--- src/rtl/por_release_pkg.sv ---
package por_release_pkg;
  typedef enum logic [1:0] {
    ST_HOLD  = 2'd0,
    ST_DELAY = 2'd1,
    ST_RUN   = 2'd2
  } por_state_e;

  localparam logic [1:0] STRAP_FAST = 2'b00;
endpackage

--- src/rtl/por_fault_filter.sv ---
module por_fault_filter #(
  parameter int LIMIT = 1000
) (
  input  logic clk,
  input  logic rst,
  input  logic raw_i,
  output logic qual_o
);
  localparam int CW = $clog2(LIMIT + 1);
  localparam logic [CW-1:0] LIM = CW'(LIMIT);

  logic [CW-1:0] cnt_q;

  always_ff @(posedge clk) begin
    if (rst || !raw_i) cnt_q <= '0;
    else if (cnt_q != LIM) cnt_q <= cnt_q + 1'b1;
  end

  assign qual_o = raw_i && (cnt_q == LIM);

  AST_QUAL_NEEDS_RUN: assert property (@(posedge clk) disable iff (rst)
    qual_o |-> $past(raw_i)) else $error("qualified fault without prior raw fault");
endmodule

--- src/rtl/por_delay_timer.sv ---
module por_delay_timer #(
  parameter int TICKS_PER_MS = 8,
  parameter int FAST_MS      = 16,
  parameter int SLOW_MS      = 32
) (
  input  logic clk,
  input  logic rst,
  input  logic run_i,
  input  logic tick_i,
  input  logic slow_i,
  output logic done_o
);
  localparam int FAST_T = FAST_MS * TICKS_PER_MS;
  localparam int SLOW_T = SLOW_MS * TICKS_PER_MS;
  localparam int MAX_T  = (SLOW_T > FAST_T) ? SLOW_T : FAST_T;
  localparam int CW     = $clog2(MAX_T + 1);
  localparam logic [CW-1:0] FAST_LAST = CW'(FAST_T - 1);
  localparam logic [CW-1:0] SLOW_LAST = CW'(SLOW_T - 1);

  logic [CW-1:0] cnt_q;
  logic [CW-1:0] last;

  assign last   = slow_i ? SLOW_LAST : FAST_LAST;
  assign done_o = run_i && tick_i && (cnt_q == last);

  always_ff @(posedge clk) begin
    if (rst || !run_i) cnt_q <= '0;
    else if (tick_i && !done_o) cnt_q <= cnt_q + 1'b1;
  end

  AST_CNT_IN_RANGE: assert property (@(posedge clk) disable iff (rst)
    run_i |-> (cnt_q <= last)) else $error("delay count past target");
endmodule

--- src/rtl/por_release_seq.sv ---
module por_release_seq
  import por_release_pkg::*;
#(
  parameter int TICKS_PER_MS  = 8,
  parameter int FAST_MS       = 16,
  parameter int SLOW_MS       = 32,
  parameter int GLITCH_CYCLES = 1000
) (
  input  logic       clk,
  input  logic       rst,
  input  logic       tick_i,
  input  logic       supply_ok_i,
  input  logic       vout_ok_i,
  input  logic       vin_low_i,
  input  logic [1:0] strap_i,
  input  logic       wdt_fault_i,
  output logic       rst_n_o,
  output logic       rst_oe_o,
  output logic       rel_pulse_o
);
  por_state_e state_q, state_d;
  logic raw_fault, qual_fault, delay_done, rel_q, slow;

  assign raw_fault = !supply_ok_i || !vout_ok_i || vin_low_i;
  assign slow      = (strap_i != STRAP_FAST);

  por_fault_filter #(.LIMIT(GLITCH_CYCLES)) u_filt (
    .clk(clk), .rst(rst), .raw_i(raw_fault), .qual_o(qual_fault)
  );

  por_delay_timer #(
    .TICKS_PER_MS(TICKS_PER_MS), .FAST_MS(FAST_MS), .SLOW_MS(SLOW_MS)
  ) u_tmr (
    .clk(clk), .rst(rst), .run_i(state_q == ST_DELAY), .tick_i(tick_i),
    .slow_i(slow), .done_o(delay_done)
  );

  always_comb begin
    state_d = state_q;
    unique case (state_q)
      ST_HOLD:  if (!raw_fault) state_d = ST_DELAY;
      ST_DELAY: if (raw_fault) state_d = ST_HOLD;
                else if (delay_done) state_d = ST_RUN;
      ST_RUN:   if (qual_fault || wdt_fault_i || !supply_ok_i) state_d = ST_HOLD;
      default:  state_d = ST_HOLD;
    endcase
  end

  always_ff @(posedge clk) begin
    if (rst) begin
      state_q <= ST_HOLD;
      rel_q   <= 1'b0;
    end else begin
      state_q <= state_d;
      rel_q   <= (state_d == ST_RUN) && (state_q != ST_RUN);
    end
  end

  assign rst_n_o     = (state_q == ST_RUN);
  assign rst_oe_o    = supply_ok_i;
  assign rel_pulse_o = rel_q;

  AST_HOLD_NO_JUMP: assert property (@(posedge clk) disable iff (rst)
    (state_q == ST_HOLD) |=> !rst_n_o) else $error("released straight from hold");
  AST_RISE_ON_TICK: assert property (@(posedge clk) disable iff (rst)
    $rose(rst_n_o) |-> $past(tick_i)) else $error("release without a tick");
  AST_STROBE_SINGLE: assert property (@(posedge clk) disable iff (rst)
    rel_pulse_o |=> !rel_pulse_o) else $error("strobe longer than a cycle");
  AST_STROBE_AT_RISE: assert property (@(posedge clk) disable iff (rst)
    rel_pulse_o == $rose(rst_n_o)) else $error("strobe not aligned to release");
  AST_WDT_FORCES: assert property (@(posedge clk) disable iff (rst)
    (rst_n_o && wdt_fault_i) |=> !rst_n_o) else $error("watchdog fault ignored");
  AST_NO_SUPPLY_HOLD: assert property (@(posedge clk) disable iff (rst)
    !supply_ok_i |=> !rst_n_o) else $error("released without supply");
endmodule

--- config.mk ---
export PLATFORM = sky130hd
export DESIGN_NAME = por_release_seq
export DESIGN_NICKNAME = d
export VERILOG_FILES = /design/src/rtl/por_release_pkg.sv /design/src/rtl/por_fault_filter.sv /design/src/rtl/por_delay_timer.sv /design/src/rtl/por_release_seq.sv
export SDC_FILE = /design/constraint.sdc
export NUM_CORES = 1
export LEC_CHECK = 0
export BUFFER_PORTS_ARGS = -buffer_cell sky130_fd_sc_hd__buf_4
export CAP_MARGIN = 20
export CORE_ASPECT_RATIO = 1.1
export CORE_MARGIN = 2
export CORE_UTILIZATION = 56
export DETAILED_ROUTE_END_ITERATION = 10
export HOLD_SLACK_MARGIN = 0.08
export MAX_ROUTING_LAYER = met4
export PLACE_DENSITY = 0.83
export SYNTH_ARGS = -nofsm -noshare
export SYNTH_HDL_FRONTEND = slang
export SYNTH_HIERARCHICAL = 1
export SYNTH_SLANG_ARGS = --single-unit
--- constraint.sdc ---
create_clock -name clk -period 2.59 [get_ports clk]
set_input_delay 0.518 -clock clk [delete_from_list [all_inputs] [get_ports clk]]
set_output_delay 0.518 -clock clk [all_outputs]
set_load 0.01 [all_outputs]
==> flow_summary.json, run 1 <==
{
  "p_leak_nw": 0.473,
  "final_common_cell": "dfxtp_1",
  "cp_max_fo": 4,
  "wire_per_inst_um": 13.3,
  "root_buffer": "clkbuf_4",
  "setup_viol": 0,
  "htreeDepth": 1,
  "instances_no_fill": 166,
  "setup_slack_ps": 767,
  "synthesis.nets": 137,
  "route.detailed.drc": 0,
  "synth_enable_flop_cells": 0,
  "die_w_um": 47.3,
  "path_cells": "nor2b_1 -> nand4b_4 -> nor4_1 -> nand2_1 -> o21ai_2",
  "num_vias": 969,
  "track_usage": 0.218,
  "min-delay-start": "u_filt/cnt_q[9]$_SDFFE_PP0P_",
  "start_kind": "register",
  "antenna_found_initial": 0,
  "irDropWorstVdd_mv": 0.316,
  "rr_endpoint": "state_q[1]$_SDFF_PP0_",
  "drv_slew": 0,
  "ant_nets": 0,
  "final-hold-violation-count": 0,
  "hpwl_um": 1700,
  "rows": 17,
  "synth_area_mm2": 0.00115,
  "timing.slew.headroom": 0.618,
  "grt_overflow": 0,
  "async_reset_ff_frac": 0,
  "cts_made_buffers": 3,
  "die_height_um": 51.6,
  "grt_max_degree": 14,
  "cpPeakStageDelay_ps": 550,
  "synthCells": 125,
  "cp_num_buf_inv": 0,
  "r2r-start": "state_q[0]$_SDFF_PP0_",
  "synth_top_cell_area_share": 0.381,
  "clk_latency_ps": 310,
  "synth_ff_type": "dfxtp_1",
  "synthTopCellsByArea": "dfxtp_1 38%, nand2_1 4.6%, ha_1 3.3%, nand3_1 3.0%, o21ai_0 3.0%",
  "fmax_mhz": 549,
  "placed_cells": 162,
  "drive_above_1_share": 0.196,
  "grt_pass1_wl_um": 3730,
  "clk_pin_slew_worst_paths_ps": 120,
  "worstPathRequired_ps": 2840,
  "layout_common_cells": "22 x dfxtp_1, 14 x nand2_1, 11 x buf_4",
  "rsz0062_at_grt": "false",
  "drt_iter0_drc": 12,
  "fillCellCount": 176,
  "clockBufferDepth": 2,
  "core_mm2": 0.00198,
  "die_area_mm2": 0.00244,
  "crit_arrival_ps": 2080,
  "cts_setup_buffers": 0,
  "maxCapViolations": 0,
  "first_pass_iters": 4,
  "ctsHoldBuffers": 0,
  "cts_sinks": 22,
  "grt_pass1_vias": 945,
  "syn2layout_area_growth_pct": 13.8,
  "post_cts_resized": 0,
  "finalClockSkew_ps": 5.18,
  "finalCritPeriodShare": 0.704,
  "synth_warnings": 6,
  "ff_latch_area_um2": 440,
  "hp-class": "register to register",
  "power_density_mw_per_mm2": 496,
  "synth_area_leader_cell": "dfxtp_1",
  "antenna_cells": 0,
  "io_pins": 12,
  "fin_nets": 151,
  "seq_area_frac_synth": 0.381,
  "cts_tree": "done",
  "crit_family": "simple AND/OR/NAND/NOR gates",
  "whs_path_depth": 2,
  "vias_per_cell": 5.84,
  "place.port_buffers": 11,
  "fin_crit_ps": 1820,
  "worstMarginPinSlew_ps": 568,
  "yosysUniqueCellTypes": 42,
  "pre_cts_ws_ps": 589,
  "routed_wl_um": 2210,
  "avgSynthCellArea_um2": 9.24,
  "critPathKind": "register to register",
  "min_to": "u_filt/cnt_q[9]$_SDFFE_PP0P_",
  "r2r_cells": 5,
  "rrSetupSlack_ps": 770,
  "ys_seq_elements": 22,
  "multi_input_area_um2": 688,
  "place_congestion": 0.766,
  "outcome": "complete, no violations",
  "initial_core_util": 0.584,
  "cp_slowest_cell": "nor4_1",
  "whs_ps": 490,
  "worstSetupEndpointType": "register",
  "fin_tns_setup_ps": 0
}
[Yosys cell counts, drive strengths merged, types with 3 or more instances]
| library cell | instances |
|---|---|
| dfxtp | 22 |
| nand2 | 14 |
| nand3 | 8 |
| o21ai | 8 |
| a21oi | 7 |
| nor2 | 6 |
| or3 | 5 |
| xor2 | 5 |
| inv | 4 |
| nand2b | 4 |
| nor2b | 4 |
| or4 | 4 |
| ha | 3 |
[worst register-to-register path: cells and delay by family (launching register included)]
kind               cells  cell delay [ps]
DFF                    1              410
and+or+nand+nor        4             1210
AOI/OAI and AO/OA      1              160
[cells by family after synthesis]
logic type | after synthesis | synth area share
AO/OA/AOI/OAI | 27 | 0.171
XOR/XNOR | 5 | 0.0444
adder cells (fa/ha/maj) | 3 | 0.0325
buffers and inverters | 6 | 0.0227
flip-flops | 22 | 0.381
multiplexers | 2 | 0.0173
AND/OR/NAND/NOR | 60 | 0.330
[through the flow]
stage | total power, mW | utilization | cell area (um2)
CTS | 0.657 | 0.664 | 1310
floorplan | 0.381 | - | 1150
global placement | 0.397 | 0.638 | 1260
finish | 0.651 | 0.664 | 1310
detailed placement | 0.400 | 0.638 | 1260
global route | 0.673 | 0.664 | 1310
[where the power goes]
group	internal, mW	switching, mW
sequential	0.343	0.00617
combinational	0.0210	0.0226
clock	0.156	0.102
[state kept, by name, indices dropped and copies added (netlist names)]
name / flops
u_filt/cnt_q: 10
u_tmr/cnt_q: 9
state_q: 2
rel_pulse_o: 1
[routing by layer]
layer  up-vias  track usage  routed length (um)
met5         -            -                   0
met4         0        0.106                  66
met3         7       0.0486                  49
met2        12        0.378                1190
met1       469        0.221                 901
li1        481            -                   -
[layout make-up]
type                       count  area share
inverter                       4      0.0114
clock inverter                 1      0.0229
clock buffer                   3      0.0171
timing repair buffer          11      0.0629
tap                           28      0.0267
sequential                    22       0.335
multi-input combinational     97       0.524
[worst max path at each step]
stage,start,to,depth (start not counted)
3_5_place_dp,strap_i[1],u_tmr/cnt_q[5]$_SDFFE_PP0P_,6
2_1_floorplan,strap_i[1],u_tmr/cnt_q[5]$_SDFFE_PP0P_,5
6_report,state_q[0]$_SDFF_PP0_,state_q[1]$_SDFF_PP0_,5
4_1_cts,state_q[0]$_SDFF_PP0_,u_tmr/cnt_q[7]$_SDFFE_PP0P_,5
3_3_place_gp,strap_i[1],state_q[1]$_SDFF_PP0_,6
5_1_grt,state_q[0]$_SDFF_PP0_,state_q[1]$_SDFF_PP0_,5
Power figures use the tool's default switching activity.
==> inputs of run 2 (changes only) <==
--- a/config.mk
+++ b/config.mk
@@ -5,15 +5,16 @@
 export SDC_FILE = /design/constraint.sdc
 export NUM_CORES = 1
 export LEC_CHECK = 0
+export ABC_AREA = 1
 export BUFFER_PORTS_ARGS = -buffer_cell sky130_fd_sc_hd__buf_4
 export CAP_MARGIN = 20
 export CORE_ASPECT_RATIO = 1.1
 export CORE_MARGIN = 2
-export CORE_UTILIZATION = 56
+export CORE_UTILIZATION = 52
 export DETAILED_ROUTE_END_ITERATION = 10
 export HOLD_SLACK_MARGIN = 0.08
 export MAX_ROUTING_LAYER = met4
-export PLACE_DENSITY = 0.83
+export PLACE_DENSITY = 0.81
 export SYNTH_ARGS = -nofsm -noshare
 export SYNTH_HDL_FRONTEND = slang
 export SYNTH_HIERARCHICAL = 1
==> constraint.sdc (replaced) <==
create_clock -name clk -period 1.5 [get_ports clk]
set_input_delay 0.3 -clock clk [delete_from_list [all_inputs] [get_ports clk]]
set_output_delay 0.3 -clock clk [all_outputs]
set_load 0.01 [all_outputs]
==> flow_summary.json, run 2 <==
{
  "outcome": "complete, no violations",
  "final_common_cell": "nand2_1",
  "htreeDepth": 1,
  "r2r_cells": 9,
  "num_vias": 1152,
  "globalRouteMet3Util": 0.0351,
  "whs_path_depth": 2,
  "top_usage_layer": "met2",
  "avgSynthCellArea_um2": 6.84,
  "ys_top_cells_by_count": "44 x nand2_1, 31 x inv_1, 24 x nor2_1",
  "grt.met2_usage": 0.365,
  "io_pins": 12,
  "die_w_um": 50.8,
  "critPathKind": "register to register",
  "place.port_buffers": 11,
  "synth_top_cell_area_share": 0.352,
  "path_depth": 9,
  "fin_crit_ps": 1390,
  "drv_slew": 0,
  "power_density_mw_per_mm2": 699,
  "first_pass_iters": 4,
  "synthesis.nets": 195,
  "cts_sinks": 22,
  "worstPathRequired_ps": 1750,
  "min-delay-start": "rst",
  "finalClockSkew_ps": 1.65,
  "maxCapViolations": 0,
  "postLayoutCoreUtil": 0.633,
  "cp_max_fo": 4,
  "vias_per_cell": 4.99,
  "grt_overflow": 0,
  "fin_tns_setup_ps": 0,
  "crit_top_cell": "inv_1",
  "start_kind": "register",
  "grtUsageMet1": 0.204,
  "largest_reg_flops": 10,
  "worstSetupEndpointType": "register",
  "fin_area_mm2": 0.00144,
  "cts_tree": "done",
  "rr_endpoint": "state_q[1]$_SDFF_PP0_",
  "die_height_um": 55.5,
  "synth_area_leader_cell": "dfxtp_1",
  "antenna_cells": 0,
  "timing.slew.headroom": 0.798,
  "track_usage": 0.201,
  "p_leak_nw": 0.594,
  "grt_pass1_vias": 1127,
  "clk_latency_ps": 300,
  "worstMarginPinSlew_ps": 303,
  "die_area_mm2": 0.00282,
  "antenna_found_initial": 0,
  "r2r-start": "u_tmr/cnt_q[0]$_SDFFE_PP0P_",
  "top_register": "u_filt/cnt_q",
  "synth_ff_type": "dfxtp_1",
  "layout_common_cells": "44 x nand2_1, 31 x inv_1, 24 x nor2_1",
  "crit_family": "simple AND/OR/NAND/NOR gates",
  "synth_warnings": 6,
  "initial_core_util": 0.551,
  "cts_made_buffers": 3,
  "path_cells": "ha_1 -> nand3_1 -> nor2_4 -> nand3_4 -> inv_1 -> inv_1 -> nor2_1 -> nand2_1 -> a21oi_2",
  "place_area_mm2": 0.00138,
  "synthCells": 183,
  "rows": 18,
  "hp-class": "input port to register",
  "fin_nets": 214,
  "routed_wl_um": 2440,
  "grt_max_degree": 13,
  "drt_iter0_drc": 13,
  "min_to": "state_q[1]$_SDFF_PP0_",
  "place_congestion": 0.775,
  "drive_above_1_share": 0.199,
  "reg.largest.list": "u_filt/cnt_q (10), u_tmr/cnt_q (9), state_q (2)",
  "synth_enable_flop_cells": 0,
  "seq_area_frac_synth": 0.352,
  "irDropWorstVdd_mv": 0.590,
  "final-hold-violation-count": 0,
  "synthTopCellsByArea": "dfxtp_1 35%, nand2_1 13%, inv_1 9.3%, nor2_1 7.2%, nand3_1 5.2%",
  "grt_pass1_wl_um": 4310,
  "placed_cells": 225,
  "rsz0062_at_grt": "false",
  "synth_most_common_cell": "nand2_1",
  "root_buffer": "clkbuf_4",
  "fillCellCount": 218,
  "syn2layout_area_growth_pct": 14.9,
  "core_mm2": 0.00227,
  "rrSetupSlack_ps": 110,
  "ant_nets": 0,
  "finalPower_mw": 1.01,
  "multi_input_area_um2": 686,
  "instances_no_fill": 231,
  "fmax_mhz": 722,
  "finalCritPeriodShare": 0.924,
  "cp_slowest_cell": "dfxtp_2",
  "ff_latch_area_um2": 443,
  "ys_seq_elements": 22,
  "hpwl_um": 1960,
  "cp_num_buf_inv": 2,
  "clk_pin_slew_worst_paths_ps": 120,
  "async_reset_ff_frac": 0,
  "crit_arrival_ps": 1630,
  "setup_viol": 0,
  "yosysUniqueCellTypes": 21,
  "cpPeakStageDelay_ps": 370,
  "clockBufferDepth": 2,
  "wire_per_inst_um": 10.6,
  "synth_area_mm2": 0.00125,
  "route.detailed.drc": 0
}
-- run 2: cell count changes after synthesis, moves of 5 or more --
cell | previous run | this run
nand2_1 | 14 | 44
inv_1 | 4 | 31
nor2_1 | 6 | 24
nand3_1 | 7 | 13
nor2_2 | 0 | 5
-- run 2: worst max path at each step --
stage,to,slack (ps),startpoint
2_1_floorplan,state_q[1]$_SDFF_PP0_,150,u_tmr/cnt_q[0]$_SDFFE_PP0P_
3_3_place_gp,state_q[1]$_SDFF_PP0_,40,strap_i[1]
3_5_place_dp,state_q[1]$_SDFF_PP0_,-20,strap_i[1]
4_1_cts,state_q[1]$_SDFF_PP0_,60,u_tmr/cnt_q[0]$_SDFFE_PP0P_
5_1_grt,state_q[1]$_SDFF_PP0_,7,state_q[1]$_SDFF_PP0_
6_report,state_q[1]$_SDFF_PP0_,110,u_tmr/cnt_q[0]$_SDFFE_PP0P_
-- run 2: power breakdown --
group	switching (mW)	internal, mW	leakage [nW]	total (mW)
Combinational	0.0456	0.0343	0.394	0.0799
Sequential	0.00780	0.592	0.179	0.600
Clock	0.178	0.148	0.0210	0.326
Total	0.231	0.774	0.594	1.01
-- run 2: cells by family (layout without fill, tap and decap cells) --
family,count (synthesis),count (layout),synth area share
buf+inv,33,51,0.105
xor+xnor,6,6,0.0420
fa+ha+maj,3,3,0.0300
compound gates,18,18,0.0779
flops,22,22,0.352
simple gates,101,101,0.394
-- run 2: layer usage --
metal,up-vias,wire (um)
met5,-,0
met4,0,49
met1,523,1020
li1,606,-
met2,17,1310
met3,6,60
-- run 2: worst register-to-register path, delay by kind of cell, from the launching register on --
kind                       cells  cell delay (ps)
adders and majority gates      1              170
buffers and inverters          2              120
DFF                            1              370
and+or+nand+nor                5              560
AOI/OAI and AO/OA              1              120
-- run 2: layout make-up --
cell class              count  share of cell area
clock buffers               4              0.0252
flip-flops and latches     22               0.308
inverters                  31              0.0809
well taps                  30              0.0261
repair buffers             16              0.0835
multi-input cells         128               0.477
-- run 2: stage by stage --
step / setup WS [ps] / hold WS [ps]
after floorplan: 154 / 362
after global placement: 37.6 / 455
after detailed placement: -19.0 / 464
after CTS: 64.6 / 161
after global routing: 7.01 / 158
final: 114 / 177
-- run 2: timing repair --
action | 4_1_cts | 5_1_grt
resized for setup | 0 | 3
setup endpoints to repair | 0 | 2
hold endpoints to repair | 0 | 0
setup buffers | 0 | 2
hold buffers | 0 | 0
